### src/rtl/dram_mon_pkg.sv
`timescale 1ns/1ps
// Shared types of the DRAM cycle classifier: reported cycle codes and tracker states.
package dram_mon_pkg;
    typedef enum logic [2:0] {
        CYC_READ    = 3'd0,
        CYC_EWRITE  = 3'd1,
        CYC_RMW     = 3'd2,
        CYC_RASONLY = 3'd3,
        CYC_CBR     = 3'd4,
        CYC_HIDDEN  = 3'd5,
        CYC_SELF    = 3'd6
    } cyc_e;

    typedef enum logic [2:0] {
        ST_IDLE, ST_ROW, ST_TAIL, ST_HID, ST_CBR, ST_SELF
    } st_e;
endpackage

### src/rtl/dram_mon_edges.sv
`timescale 1ns/1ps
// Strobe edge detector.
// Compares each pin with its value on the previous sample and produces level
// and edge events per lane. Assumes pins are synchronous to clk. All strobes
// reset to their inactive (high) level.
module dram_mon_edges #(
    parameter int LANES = 2
) (
    input  logic             clk,
    input  logic             rst_n,
    input  logic             ras_n,
    input  logic [LANES-1:0] cas_n,
    input  logic             we_n,
    output logic             ras_low,
    output logic             ras_fall,
    output logic             ras_rise,
    output logic [LANES-1:0] lane_low,
    output logic             cas_any_low,
    output logic             cas_any_fall,
    output logic             cas_all_rise,
    output logic             we_fall
);
    logic             ras_q;
    logic             we_q;
    logic [LANES-1:0] prev_low;

    // Hold previous samples of row strobe and write enable.
    always_ff @(posedge clk) begin
        if (!rst_n) begin
            ras_q <= 1'b1;
            we_q  <= 1'b1;
        end else begin
            ras_q <= ras_n;
            we_q  <= we_n;
        end
    end

    for (genvar i = 0; i < LANES; i++) begin : g_lane
        logic lane_q;
        // Hold previous sample of this lane's column strobe.
        always_ff @(posedge clk) begin
            if (!rst_n) lane_q <= 1'b1;
            else        lane_q <= cas_n[i];
        end
        assign lane_low[i] = ~cas_n[i];
        assign prev_low[i] = ~lane_q;
    end

    assign ras_low      = ~ras_n;
    assign ras_fall     = ras_q & ~ras_n;
    assign ras_rise     = ~ras_q & ras_n;
    assign cas_any_low  = |lane_low;
    assign cas_any_fall = ~(|prev_low) & cas_any_low;
    assign cas_all_rise = (|prev_low) & ~cas_any_low;
    assign we_fall      = we_q & ~we_n;
endmodule

### src/rtl/dram_mon_timer.sv
`timescale 1ns/1ps
// Saturating low-time counter.
// Loads 1 on restart, then counts each enabled sample up to MAX and holds there.
// The value equals the number of enabled samples since restart, capped at MAX.
module dram_mon_timer #(
    parameter int MAX = 15,
    parameter int W   = $clog2(MAX + 1)
) (
    input  logic         clk,
    input  logic         rst_n,
    input  logic         restart,
    input  logic         enable,
    output logic [W-1:0] count
);
    // Count samples since restart, saturating at MAX.
    always_ff @(posedge clk) begin
        if (!rst_n)                               count <= '0;
        else if (restart)                         count <= W'(1);
        else if (enable && count != W'(MAX))      count <= count + W'(1);
    end

    AST_TMR_BOUND: assert property (@(posedge clk) disable iff (!rst_n)
        count <= W'(MAX)) else $error("timer above limit");
endmodule

### src/rtl/dram_mon_fsm.sv
`timescale 1ns/1ps
// Cycle tracker.
// Follows the strobe edge order, classifies each cycle and drives the registered
// report and violation outputs. Assumes the timers restart on the row strobe fall
// and on the first column strobe fall respectively.
module dram_mon_fsm
    import dram_mon_pkg::*;
#(
    parameter int LANES       = 2,
    parameter int PAGE_W      = 8,
    parameter int ACC_CYC     = 10,
    parameter int HOLD_CYC    = 2,
    parameter int SELF_CYC    = 75000,
    parameter int RAS_MAX_CYC = 18750,
    parameter int RW          = 17,
    parameter int AW          = 4
) (
    input  logic              clk,
    input  logic              rst_n,
    input  logic              ras_low,
    input  logic              ras_fall,
    input  logic              ras_rise,
    input  logic [LANES-1:0]  lane_low,
    input  logic              cas_any_low,
    input  logic              cas_any_fall,
    input  logic              cas_all_rise,
    input  logic              we_low,
    input  logic              we_fall,
    input  logic [RW-1:0]     ras_cnt,
    input  logic [AW-1:0]     acc_cnt,
    output logic              cyc_valid,
    output logic [2:0]        cyc_type,
    output logic [LANES-1:0]  cyc_lanes,
    output logic [PAGE_W-1:0] cyc_page,
    output logic              self_ref,
    output logic              viol_we,
    output logic              viol_hold,
    output logic              viol_ras_long
);
    localparam logic [RW-1:0]     SELF_L   = RW'(SELF_CYC);
    localparam logic [RW-1:0]     LONG_L   = RW'(RAS_MAX_CYC);
    localparam logic [RW-1:0]     HOLD_L   = RW'(HOLD_CYC);
    localparam logic [AW-1:0]     ACC_L    = AW'(ACC_CYC);
    localparam logic [PAGE_W-1:0] PAGE_TOP = '1;

    st_e               state;
    cyc_e              acc_type;
    cyc_e              out_type;
    logic [LANES-1:0]  lanes;
    logic [PAGE_W-1:0] page;
    logic              hid_ok;
    logic              cbr_ok;
    logic              hid_break;

    // Column strobe released before the hidden-refresh hold time elapsed.
    assign hid_break = (state == ST_HID) && hid_ok && !cas_any_low && (ras_cnt < HOLD_L);

    // Track cycle state and register one report per completed cycle.
    always_ff @(posedge clk) begin
        if (!rst_n) begin
            state         <= ST_IDLE;
            acc_type      <= CYC_READ;
            out_type      <= CYC_READ;
            lanes         <= '0;
            page          <= '0;
            hid_ok        <= 1'b0;
            cbr_ok        <= 1'b0;
            cyc_valid     <= 1'b0;
            cyc_lanes     <= '0;
            cyc_page      <= '0;
            self_ref      <= 1'b0;
            viol_we       <= 1'b0;
            viol_hold     <= 1'b0;
            viol_ras_long <= 1'b0;
        end else begin
            cyc_valid     <= 1'b0;
            viol_we       <= 1'b0;
            viol_hold     <= 1'b0;
            viol_ras_long <= 1'b0;
            if ((state == ST_ROW || state == ST_HID) && ras_low && ras_cnt == LONG_L)
                viol_ras_long <= 1'b1;
            case (state)
                ST_IDLE: if (ras_fall) begin
                    if (cas_any_low) begin
                        state  <= ST_CBR;
                        cbr_ok <= 1'b1;
                    end else begin
                        state <= ST_ROW;
                        page  <= '0;
                    end
                end
                ST_ROW: begin
                    if (cas_any_fall) begin
                        if (page != PAGE_TOP) page <= page + PAGE_W'(1);
                        acc_type <= we_low ? CYC_EWRITE : CYC_READ;
                        lanes    <= lane_low;
                    end else if (cas_any_low) begin
                        lanes <= lanes | lane_low;
                        if (we_fall && acc_type == CYC_READ) begin
                            if (acc_cnt >= ACC_L) acc_type <= CYC_RMW;
                            else                  viol_we  <= 1'b1;
                        end
                    end
                    if (cas_all_rise || (ras_rise && cas_any_low)) begin
                        cyc_valid <= 1'b1;
                        out_type  <= acc_type;
                        cyc_lanes <= lanes;
                        cyc_page  <= page;
                    end
                    if (ras_rise) begin
                        if (cas_any_low) state <= ST_TAIL;
                        else begin
                            state <= ST_IDLE;
                            if (page == '0) begin
                                cyc_valid <= 1'b1;
                                out_type  <= CYC_RASONLY;
                                cyc_lanes <= '0;
                                cyc_page  <= '0;
                            end
                        end
                    end
                end
                ST_TAIL: begin
                    if (ras_fall) begin
                        if (cas_any_low) begin
                            state  <= ST_HID;
                            hid_ok <= 1'b1;
                        end else begin
                            state <= ST_ROW;
                            page  <= '0;
                        end
                    end else if (!cas_any_low) state <= ST_IDLE;
                end
                ST_HID: begin
                    if (hid_break) begin
                        hid_ok    <= 1'b0;
                        viol_hold <= 1'b1;
                    end
                    if (ras_rise) begin
                        if (hid_ok && !hid_break) begin
                            cyc_valid <= 1'b1;
                            out_type  <= CYC_HIDDEN;
                            cyc_lanes <= '0;
                            cyc_page  <= '0;
                        end
                        state <= cas_any_low ? ST_TAIL : ST_IDLE;
                    end
                end
                ST_CBR: begin
                    if (!cas_any_low) cbr_ok <= 1'b0;
                    if (ras_rise) begin
                        cyc_valid <= 1'b1;
                        out_type  <= CYC_CBR;
                        cyc_lanes <= '0;
                        cyc_page  <= '0;
                        state     <= ST_IDLE;
                    end else if (cbr_ok && cas_any_low && ras_cnt >= SELF_L) begin
                        cyc_valid <= 1'b1;
                        out_type  <= CYC_SELF;
                        cyc_lanes <= '0;
                        cyc_page  <= '0;
                        self_ref  <= 1'b1;
                        state     <= ST_SELF;
                    end
                end
                ST_SELF: if (ras_rise) begin
                    self_ref <= 1'b0;
                    state    <= ST_IDLE;
                end
                default: state <= ST_IDLE;
            endcase
        end
    end

    assign cyc_type = out_type;

    AST_VALID_ONE_SHOT: assert property (@(posedge clk) disable iff (!rst_n)
        cyc_valid |=> !cyc_valid) else $error("valid longer than one cycle");
    AST_SELF_ENTRY_REPORTED: assert property (@(posedge clk) disable iff (!rst_n)
        $rose(self_ref) |-> (cyc_valid && cyc_type == CYC_SELF)) else $error("silent self entry");
    AST_SELF_EXIT: assert property (@(posedge clk) disable iff (!rst_n)
        (self_ref && ras_rise) |=> !self_ref) else $error("self refresh not left");
    AST_ACCESS_HAS_LANE: assert property (@(posedge clk) disable iff (!rst_n)
        (cyc_valid && cyc_type <= 3'd2) |-> (cyc_lanes != '0)) else $error("access without lane");
    AST_NO_LONG_IN_SELF: assert property (@(posedge clk) disable iff (!rst_n)
        self_ref |-> !viol_ras_long) else $error("long-row flag in self refresh");
endmodule

### src/rtl/dram_cycle_monitor.sv
`timescale 1ns/1ps
// DRAM strobe cycle classifier, top level.
// Samples the row strobe, per-byte column strobes and write enable on clk,
// classifies each memory cycle and reports it with a one-cycle valid pulse.
// Assumes the strobe pins are already synchronous to clk.
module dram_cycle_monitor #(
    parameter int LANES       = 2,
    parameter int PAGE_W      = 8,
    parameter int ACC_CYC     = 10,
    parameter int HOLD_CYC    = 2,
    parameter int SELF_CYC    = 75000,
    parameter int RAS_MAX_CYC = 18750
) (
    input  logic              clk,
    input  logic              rst_n,
    input  logic              ras_n,
    input  logic [LANES-1:0]  cas_n,
    input  logic              we_n,
    output logic              cyc_valid,
    output logic [2:0]        cyc_type,
    output logic [LANES-1:0]  cyc_lanes,
    output logic [PAGE_W-1:0] cyc_page,
    output logic              self_ref,
    output logic              viol_we,
    output logic              viol_hold,
    output logic              viol_ras_long
);
    localparam int RAS_TOP = ((SELF_CYC > RAS_MAX_CYC) ? SELF_CYC : RAS_MAX_CYC) + 1;
    localparam int RW      = $clog2(RAS_TOP + 1);
    localparam int AW      = $clog2(ACC_CYC + 1);

    logic             ras_low, ras_fall, ras_rise;
    logic [LANES-1:0] lane_low;
    logic             cas_any_low, cas_any_fall, cas_all_rise, we_fall;
    logic [RW-1:0]    ras_cnt;
    logic [AW-1:0]    acc_cnt;

    dram_mon_edges #(.LANES(LANES)) u_edges (
        .clk(clk), .rst_n(rst_n), .ras_n(ras_n), .cas_n(cas_n), .we_n(we_n),
        .ras_low(ras_low), .ras_fall(ras_fall), .ras_rise(ras_rise),
        .lane_low(lane_low), .cas_any_low(cas_any_low), .cas_any_fall(cas_any_fall),
        .cas_all_rise(cas_all_rise), .we_fall(we_fall)
    );

    dram_mon_timer #(.MAX(RAS_TOP), .W(RW)) u_ras_timer (
        .clk(clk), .rst_n(rst_n), .restart(ras_fall), .enable(ras_low), .count(ras_cnt)
    );

    dram_mon_timer #(.MAX(ACC_CYC), .W(AW)) u_acc_timer (
        .clk(clk), .rst_n(rst_n), .restart(cas_any_fall), .enable(cas_any_low), .count(acc_cnt)
    );

    dram_mon_fsm #(
        .LANES(LANES), .PAGE_W(PAGE_W), .ACC_CYC(ACC_CYC), .HOLD_CYC(HOLD_CYC),
        .SELF_CYC(SELF_CYC), .RAS_MAX_CYC(RAS_MAX_CYC), .RW(RW), .AW(AW)
    ) u_fsm (
        .clk(clk), .rst_n(rst_n), .ras_low(ras_low), .ras_fall(ras_fall), .ras_rise(ras_rise),
        .lane_low(lane_low), .cas_any_low(cas_any_low), .cas_any_fall(cas_any_fall),
        .cas_all_rise(cas_all_rise), .we_low(~we_n), .we_fall(we_fall),
        .ras_cnt(ras_cnt), .acc_cnt(acc_cnt),
        .cyc_valid(cyc_valid), .cyc_type(cyc_type), .cyc_lanes(cyc_lanes), .cyc_page(cyc_page),
        .self_ref(self_ref), .viol_we(viol_we), .viol_hold(viol_hold), .viol_ras_long(viol_ras_long)
    );
endmodule

### config.mk
export PLATFORM = sky130hd
export DESIGN_NAME = dram_cycle_monitor
export DESIGN_NICKNAME = d
export VERILOG_FILES = /design/src/rtl/dram_mon_pkg.sv /design/src/rtl/dram_mon_edges.sv /design/src/rtl/dram_mon_timer.sv /design/src/rtl/dram_mon_fsm.sv /design/src/rtl/dram_cycle_monitor.sv
export SDC_FILE = /design/constraint.sdc
export NUM_CORES = 1
export LEC_CHECK = 0
export BUFFER_PORTS_ARGS = -buffer_cell sky130_fd_sc_hd__buf_2
export CELL_PAD_IN_SITES_DETAIL_PLACEMENT = 0
export CELL_PAD_IN_SITES_GLOBAL_PLACEMENT = 1
export CORE_MARGIN = 2
export CORE_UTILIZATION = 35
export CTS_CLUSTER_SIZE = 16
export DETAILED_ROUTE_END_ITERATION = 12
export GPL_ROUTABILITY_DRIVEN = 0
export PLACE_DENSITY = 0.61
export SYNTH_ARGS = -nofsm -noshare
export SYNTH_HDL_FRONTEND = slang
export SYNTH_SLANG_ARGS = --single-unit
### constraint.sdc
create_clock -name clk -period 2.5 [get_ports clk]
set_input_delay 0.5 -clock clk [delete_from_list [all_inputs] [get_ports clk]]
set_output_delay 0.5 -clock clk [all_outputs]
set_load 0.02 [all_outputs]
==> metrics.txt, run 1 <==
# TYPE chip_impl_metric gauge
chip_impl_metric{name="timing.critical_path.fanout_max",unit=""} 10
chip_impl_metric{name="initial_antenna_violation_count",unit=""} 0
chip_impl_metric{name="cpPeakStageDelay",unit="ps"} 580
chip_impl_metric{name="post-dp-hpwl",unit="microns"} 5430
chip_impl_metric{name="detailedRoute.firstPassIterationCount",unit=""} 4
chip_impl_metric{name="required_time_at_the_endpoint_of_the_critical_path",unit="ps"} 2790
chip_impl_info{name="worstSetupStartpointType",value="flop"} 1
chip_impl_metric{name="warnings_synthesis",unit=""} 0
chip_impl_metric{name="postSynthAreaPerCell",unit="sq um"} 8.78
chip_impl_metric{name="multi_input_comb_area",unit="sq um"} 1630
chip_impl_metric{name="syn2layout_area_growth",unit="%"} 20.6
chip_impl_info{name="synthFlopType",value="sky130_fd_sc_hd__dfxtp_1"} 1
chip_impl_metric{name="tns",unit="ps"} 0
chip_impl_metric{name="area.sequential",unit="sq um"} 1200
chip_impl_metric{name="grt_pass1_wl",unit="microns"} 12400
chip_impl_metric{name="htreeDepth",unit=""} 3
chip_impl_info{name="netlist.top_cell.by_area",value="sky130_fd_sc_hd__dfxtp_1"} 1
chip_impl_metric{name="fin_hold_ws",unit="ps"} 364
chip_impl_metric{name="fillerInstances",unit=""} 835
chip_impl_info{name="critPathCaptureType",value="flop"} 1
chip_impl_info{name="critPathSlowestCell",value="sky130_fd_sc_hd__or4_4"} 1
chip_impl_metric{name="finalClockSkew",unit="ps"} 9.43
chip_impl_metric{name="synth_seq_cells",unit=""} 60
chip_impl_metric{name="grt_remaining_overflow",unit=""} 0
chip_impl_info{name="cp_cell_sequence",value="or4_4 > or2_1 > o311ai_4 > nor3b_4 > a22o_1"} 1
chip_impl_metric{name="cts-resized-gates",unit=""} 0
chip_impl_metric{name="cts_made_buffers",unit=""} 9
chip_impl_info{name="yosys-top-cells-area",value="sky130_fd_sc_hd__dfxtp_1, sky130_fd_sc_hd__nor2_1, sky130_fd_sc_hd__xnor2_1, sky130_fd_sc_hd__a22o_1, sky130_fd_sc_hd__ha_1"} 1
chip_impl_metric{name="groute.usage.overall",unit=""} 0.178
chip_impl_info{name="top_layer_used",value="met4"} 1
chip_impl_metric{name="maxSlewHeadroom",unit=""} 0.607
chip_impl_info{name="cts_tree",value="yes"} 1
chip_impl_metric{name="synthesis.instances",unit=""} 332
chip_impl_metric{name="vias_per_cell",unit=""} 5.23
chip_impl_metric{name="drt-total-wl",unit="microns"} 7410
chip_impl_metric{name="layout-drive-gt1-share",unit=""} 0.198
chip_impl_metric{name="post_drt_wl_per_cell",unit="microns"} 15.2
chip_impl_metric{name="synth_fp_nets",unit=""} 345
chip_impl_metric{name="clock_insertion_delay_at_the_later_pin_of_the_skew_report",unit="ps"} 340
chip_impl_metric{name="maximum_number_of_pins_on_one_net_before_global_route_repair",unit=""} 17
chip_impl_metric{name="clock.fmax",unit="MHz"} 435
chip_impl_metric{name="clock_tree.buffer_depth",unit=""} 2
chip_impl_info{name="clock_tree.root_cell",value="sky130_fd_sc_hd__clkbuf_8"} 1
chip_impl_metric{name="setup_viol_count_final",unit=""} 0
chip_impl_metric{name="io_pins",unit=""} 24
chip_impl_metric{name="timing_max_transition_violations_final",unit=""} 0
chip_impl_metric{name="detail_route.iter0.violations",unit=""} 115
chip_impl_metric{name="worst_setup_hold_path_clk_slew",unit="ps"} 70
chip_impl_info{name="unrepaired_setup_endpoints_after_global_routing",value="no"} 1
chip_impl_metric{name="synth_edf_count",unit=""} 0
chip_impl_metric{name="route.layer.met1.wl",unit="microns"} 3600
chip_impl_info{name="run_status",value="finished clean"} 1
chip_impl_info{name="min-delay-path-class",value="in2reg"} 1
chip_impl_metric{name="nNetsFinal",unit=""} 392
chip_impl_metric{name="synth-seq-area-share",unit=""} 0.412
chip_impl_metric{name="ant_nets",unit=""} 0
chip_impl_metric{name="detailroute.wirelength.met2",unit="microns"} 3380
chip_impl_metric{name="cts_hold_repair.buffers",unit=""} 0
chip_impl_metric{name="layout_worst_path_cycle_share",unit=""} 0.919
chip_impl_metric{name="detailroute.via_count",unit=""} 2558
chip_impl_metric{name="grt_pass1_vias",unit=""} 2403
chip_impl_metric{name="tightestPinTransition",unit="ps"} 584
chip_impl_metric{name="total_leakage_power",unit="nW"} 1.32
chip_impl_metric{name="die_ht",unit="microns"} 95.3
chip_impl_metric{name="cts_sinks",unit=""} 60
chip_impl_metric{name="antenna-diode-count",unit=""} 0
chip_impl_metric{name="floorplan.initialDensity",unit=""} 0.358
chip_impl_metric{name="synth_area",unit="sq um"} 2920
chip_impl_metric{name="core.rowCount",unit=""} 33
chip_impl_metric{name="buffer_ports.inserted",unit=""} 23
chip_impl_metric{name="design.core.area",unit="sq um"} 8130
chip_impl_metric{name="power.density_cell_area",unit="nW/um^2"} 652
chip_impl_metric{name="synth_top_area_frac",unit=""} 0.412
chip_impl_metric{name="ir_drop",unit="mV"} 0.289
chip_impl_metric{name="synth_cell_types",unit=""} 54
chip_impl_metric{name="fin_crit",unit="ps"} 2300
chip_impl_info{name="timing.setup.critical_path_class",value="reg2reg"} 1
chip_impl_metric{name="die_outline_area",unit="sq um"} 9080
chip_impl_metric{name="chipWidth",unit="microns"} 95.3
chip_impl_metric{name="cp_data_arrival_time",unit="ps"} 2580
chip_impl_metric{name="cap_viol_max_count",unit=""} 0
chip_impl_metric{name="wl_met3",unit="microns"} 366
chip_impl_metric{name="timing_hold_violations_final",unit=""} 0
chip_impl_metric{name="drc",unit=""} 0
chip_impl_metric{name="cts.repair_timing.setup_buffer_count",unit=""} 0
chip_impl_metric{name="asyncSetResetFlopFracSynth",unit=""} 0
==> state kept, by name, indices dropped and copies added, names as in the netlist, 2 cells and up <==
name	flops
u_fsm.page	8
u_fsm.cyc_type	3
u_fsm.cyc_lanes	2
u_edges.g_lane.lane_q	2
u_fsm.lanes	2
u_fsm.cyc_page	8
u_fsm.acc_type	2
u_fsm.state	3
u_ras_timer.count	17
u_acc_timer.count	4
==> power breakdown <==
group,switching [mW],total (mW),leakage [nW],internal [mW]
sequential,0.0329,1.02,0.487,0.984
combinational,0.163,0.287,0.723,0.124
clock,0.421,0.987,0.106,0.566
==> routing by layer <==
layer,global-route usage,vias up
met3,0.0545,5
met4,0.0399,0
met2,0.271,50
li1,-,1315
met1,0.248,1188
met5,0,-
==> cells in the final DEF, fill, tap and decap left out, drive strengths merged, types with 3 or more instances in the layout <==
cell type	count
nand4	11
o31ai	3
a21boi	5
clkbuf	9
a2111oi	3
nor4b	3
nand2b	9
inv	13
o21ai	7
o21a	3
nand2	21
nor2	38
xnor2	12
xor2	8
and3	6
a31oi	5
or2	3
nor4	4
nand3	16
o22ai	3
nor3	8
buf	46
a22o	10
or3	7
ha	7
and2	3
dfxtp	60
a211oi	5
nor3b	6
nand3b	3
a21oi	17
or4	5
==> area by class of cell <==
| type | count | area share |
|---|---|---|
| clock inverter | 7 | 0.0278 |
| timing repair buffer | 46 | 0.0819 |
| inverter | 11 | 0.0117 |
| tap | 105 | 0.0374 |
| clock buffer | 9 | 0.0352 |
| multi-input combinational | 251 | 0.464 |
| sequential | 60 | 0.342 |
==> kinds of logic (layout without fill, tap and decap cells) <==
group	after synthesis	in the layout	synth area share
xor gates and xnor gates	20	20	0.0601
muxes	2	2	0.00687
AOI/OAI and AO/OA	73	73	0.185
and+or+nand+nor	149	149	0.278
adders and majority gates	7	7	0.0300
buffers and inverters	21	73	0.0283
DFF	60	60	0.412
==> metrics by stage <==
step / total power, mW / utilization / cell area (sq um) / std cells / setup slack [ps]
floorplan: 1.22 / - / 2920 / 332 / 258
global placement: 1.33 / 0.405 / 3290 / 473 / 229
detailed placement: 1.33 / 0.405 / 3290 / 473 / 189
CTS: 2.32 / 0.432 / 3510 / 489 / 190
global route: 2.41 / 0.432 / 3510 / 489 / 22.6
finish: 2.29 / 0.432 / 3510 / 489 / 202
==> critical path, delay by kind of cell, from the launching register on <==
kind             cells  cell delay (ps)
AO/OA/AOI/OAI        2              550
flip-flops           1              360
AND/OR/NAND/NOR      3             1350
==> final timing paths <==
kind | endpoint | slack, ps | depth (start not counted) | start
hold reg to reg | u_fsm.cyc_page[4]$_SDFFE_PN0P_ | 470 | 1 | u_fsm.cyc_page[4]$_SDFFE_PN0P_
hold / removal | u_fsm.acc_type[0]$_SDFFE_PN0P_ | 360 | 2 | we_n
setup reg to reg | u_fsm.cyc_page[2]$_SDFFE_PN0P_ | 200 | 5 | u_ras_timer.count[11]$_SDFFE_PP0P_
setup / recovery | u_fsm.cyc_page[2]$_SDFFE_PN0P_ | 200 | 5 | u_ras_timer.count[11]$_SDFFE_PP0P_
==> Yosys cell counts (all sizes together) (4+ instances only) <==
| library cell | instances |
|---|---|
| nor3b | 6 |
| o21ai | 7 |
| nor4 | 4 |
| or3 | 7 |
| dfxtp | 60 |
| a31oi | 5 |
| nor2 | 38 |
| xor2 | 8 |
| a22o | 10 |
| ha | 7 |
| inv | 11 |
| nand4 | 11 |
| a21boi | 5 |
| or4 | 5 |
| clkbuf | 8 |
| a21oi | 17 |
| and3 | 6 |
| a211oi | 5 |
| xnor2 | 12 |
| nor3 | 8 |
| nand2b | 9 |
| nand3 | 16 |
| nand2 | 21 |
Power figures use the tool's default switching activity.
==> inputs of run 2 (changes only) <==
CORE_UTILIZATION = 45   (was 35)
PLACE_DENSITY = 0.75   (was 0.61)
==> run 2 against run 1 <==
Power is 0.84% higher. Non-clock buffer count is 4 lower. Largest cell class unchanged. Sequential power hardly changed. Largest power group unchanged.
==> metrics.txt, run 2 (synthesis gave the netlist of run 1 again) <==
# TYPE chip_impl_metric gauge
chip_impl_metric{name="ir_drop",unit="mV"} 0.467
chip_impl_metric{name="grt.met2_usage",unit=""} 0.301
chip_impl_metric{name="clock_tree.buffer_depth",unit=""} 2
chip_impl_metric{name="fin_hold_ws",unit="ps"} 371
chip_impl_metric{name="die_outline_area",unit="sq um"} 7140
chip_impl_metric{name="timing.critical_path.fanout_max",unit=""} 10
chip_impl_metric{name="total_leakage_power",unit="nW"} 1.30
chip_impl_metric{name="required_time_at_the_endpoint_of_the_critical_path",unit="ps"} 2780
chip_impl_metric{name="design.core.area",unit="sq um"} 6310
chip_impl_metric{name="cts_sinks",unit=""} 60
chip_impl_metric{name="cts_hold_repair.buffers",unit=""} 0
chip_impl_metric{name="nNetsFinal",unit=""} 388
chip_impl_metric{name="chipWidth",unit="microns"} 84.5
chip_impl_metric{name="power.density_cell_area",unit="nW/um^2"} 667
chip_impl_metric{name="htreeDepth",unit=""} 3
chip_impl_metric{name="largest_register_ffs",unit=""} 17
chip_impl_metric{name="clock.fmax",unit="MHz"} 431
chip_impl_info{name="leading_cell_types_in_the_layout_fill_and_taps_excluded",value="sky130_fd_sc_hd__dfxtp_1, sky130_fd_sc_hd__nor2_1, sky130_fd_sc_hd__buf_2"} 1
chip_impl_metric{name="detailedRoute.firstPassIterationCount",unit=""} 4
chip_impl_metric{name="detail_route.iter0.violations",unit=""} 187
chip_impl_metric{name="initial_antenna_violation_count",unit=""} 0
chip_impl_metric{name="gr-usage-met3",unit=""} 0.0334
chip_impl_metric{name="final_instance_area",unit="sq um"} 3460
chip_impl_metric{name="finalClockSkew",unit="ps"} 7.13
chip_impl_metric{name="maxSlewHeadroom",unit=""} 0.580
chip_impl_metric{name="layout-drive-gt1-share",unit=""} 0.189
chip_impl_info{name="mostFrequentLayoutCell",value="sky130_fd_sc_hd__dfxtp_1"} 1
chip_impl_metric{name="clock_insertion_delay_at_the_later_pin_of_the_skew_report",unit="ps"} 330
chip_impl_metric{name="cts_made_buffers",unit=""} 9
chip_impl_metric{name="post_drt_wl_per_cell",unit="microns"} 15.1
chip_impl_metric{name="use_met1",unit=""} 0.280
chip_impl_info{name="critPathCaptureType",value="flop"} 1
chip_impl_metric{name="cts.repair_timing.setup_buffer_count",unit=""} 0
chip_impl_metric{name="post-dp-hpwl",unit="microns"} 5000
chip_impl_metric{name="buffer_ports.inserted",unit=""} 23
chip_impl_metric{name="grt_remaining_overflow",unit=""} 0
chip_impl_metric{name="timing_hold_violations_final",unit=""} 0
chip_impl_metric{name="grt_pass1_wl",unit="microns"} 11500
chip_impl_metric{name="setup_viol_count_final",unit=""} 0
chip_impl_info{name="top_usage_layer",value="met2"} 1
chip_impl_metric{name="syn2layout_area_growth",unit="%"} 18.8
chip_impl_metric{name="timing_max_transition_violations_final",unit=""} 0
chip_impl_info{name="min-delay-path-class",value="in2reg"} 1
chip_impl_metric{name="maximum_number_of_pins_on_one_net_before_global_route_repair",unit=""} 17
chip_impl_metric{name="io_pins",unit=""} 24
chip_impl_metric{name="dp_slack",unit="ps"} 146
chip_impl_metric{name="cap_viol_max_count",unit=""} 0
chip_impl_metric{name="core.rowCount",unit=""} 29
chip_impl_metric{name="layout_worst_path_cycle_share",unit=""} 0.927
chip_impl_metric{name="tns",unit="ps"} 0
chip_impl_metric{name="detailroute.via_count",unit=""} 2561
chip_impl_info{name="timing.setup.critical_path_class",value="reg2reg"} 1
chip_impl_info{name="clock_tree.root_cell",value="sky130_fd_sc_hd__clkbuf_8"} 1
chip_impl_metric{name="ant_nets",unit=""} 0
chip_impl_info{name="top_register",value="u_ras_timer.count"} 1
chip_impl_metric{name="drt-total-wl",unit="microns"} 6890
chip_impl_metric{name="fin_crit",unit="ps"} 2320
chip_impl_metric{name="tightestPinTransition",unit="ps"} 624
chip_impl_metric{name="totalPowerFinal",unit="mW"} 2.31
chip_impl_metric{name="antenna-diode-count",unit=""} 0
chip_impl_metric{name="cp_data_arrival_time",unit="ps"} 2600
chip_impl_info{name="run_status",value="finished clean"} 1
chip_impl_info{name="worstSetupStartpointType",value="flop"} 1
chip_impl_metric{name="grt_pass1_vias",unit=""} 2363
chip_impl_metric{name="fin_ws",unit="ps"} 181
chip_impl_metric{name="floorplan.initialDensity",unit=""} 0.462
chip_impl_metric{name="worst_setup_hold_path_clk_slew",unit="ps"} 70
chip_impl_metric{name="die_ht",unit="microns"} 84.5
chip_impl_metric{name="drc",unit=""} 0
chip_impl_info{name="reg.largest.list",value="u_ras_timer.count: 17 flops, u_fsm.cyc_page: 8 flops, u_fsm.page: 8 flops"} 1
chip_impl_info{name="unrepaired_setup_endpoints_after_global_routing",value="no"} 1
chip_impl_metric{name="groute.usage.overall",unit=""} 0.199
chip_impl_metric{name="cell_area_after_placement",unit="sq um"} 3230
chip_impl_metric{name="vias_per_cell",unit=""} 5.60
chip_impl_metric{name="cts-resized-gates",unit=""} 0
chip_impl_info{name="cts_tree",value="yes"} 1
## run 2: path summary, 6_finish.rpt
kind / from / endpoint / slack [ps] / depth (start not counted)
max: u_ras_timer.count[11]$_SDFFE_PP0P_ / u_fsm.cyc_page[5]$_SDFFE_PN0P_ / 180 / 5
min: we_n / u_fsm.acc_type[0]$_SDFFE_PN0P_ / 370 / 2
max reg2reg: u_ras_timer.count[11]$_SDFFE_PP0P_ / u_fsm.cyc_page[5]$_SDFFE_PN0P_ / 180 / 5
min reg2reg: u_fsm.cyc_lanes[0]$_SDFFE_PN0P_ / u_fsm.cyc_lanes[0]$_SDFFE_PN0P_ / 470 / 1
## run 2: critical path, cell delays in order (launching register included)
cell and delay (ps):
sky130_fd_sc_hd__dfxtp_1 360, sky130_fd_sc_hd__or4_4 580, sky130_fd_sc_hd__or2_1 290, sky130_fd_sc_hd__o311ai_4 330, sky130_fd_sc_hd__nor3b_4 490, sky130_fd_sc_hd__a22o_1 220
## run 2: routing by layer
layer,wire [microns],vias to the layer above
li1,-,1310
met1,3440,1203
met2,3140,36
met3,200,12
met4,113,0
met5,0,-
## run 2: where the power goes
| group | switching [mW] | total (mW) | internal (mW) |
|---|---|---|---|
| logic | 0.164 | 0.285 | 0.121 |
| clock network | 0.395 | 1.01 | 0.617 |
| registers | 0.0277 | 1.01 | 0.984 |
## run 2: final cells by class
class	count	area, sq um
clock buffers	11	151
clock inverters	5	83.8
fillers	635	2850
inverters	11	41.3
multi-input cells	251	1630
flip-flops and latches	60	1200
well taps	77	96.3
repair buffers	42	258
## run 2: per-stage QoR
| stage | instances | utilization |
|---|---|---|
| CTS | 457 | 0.549 |
| finish | 457 | 0.549 |
| floorplan | 332 | - |
| global placement | 441 | 0.511 |
| global route | 457 | 0.549 |
| detailed placement | 441 | 0.511 |
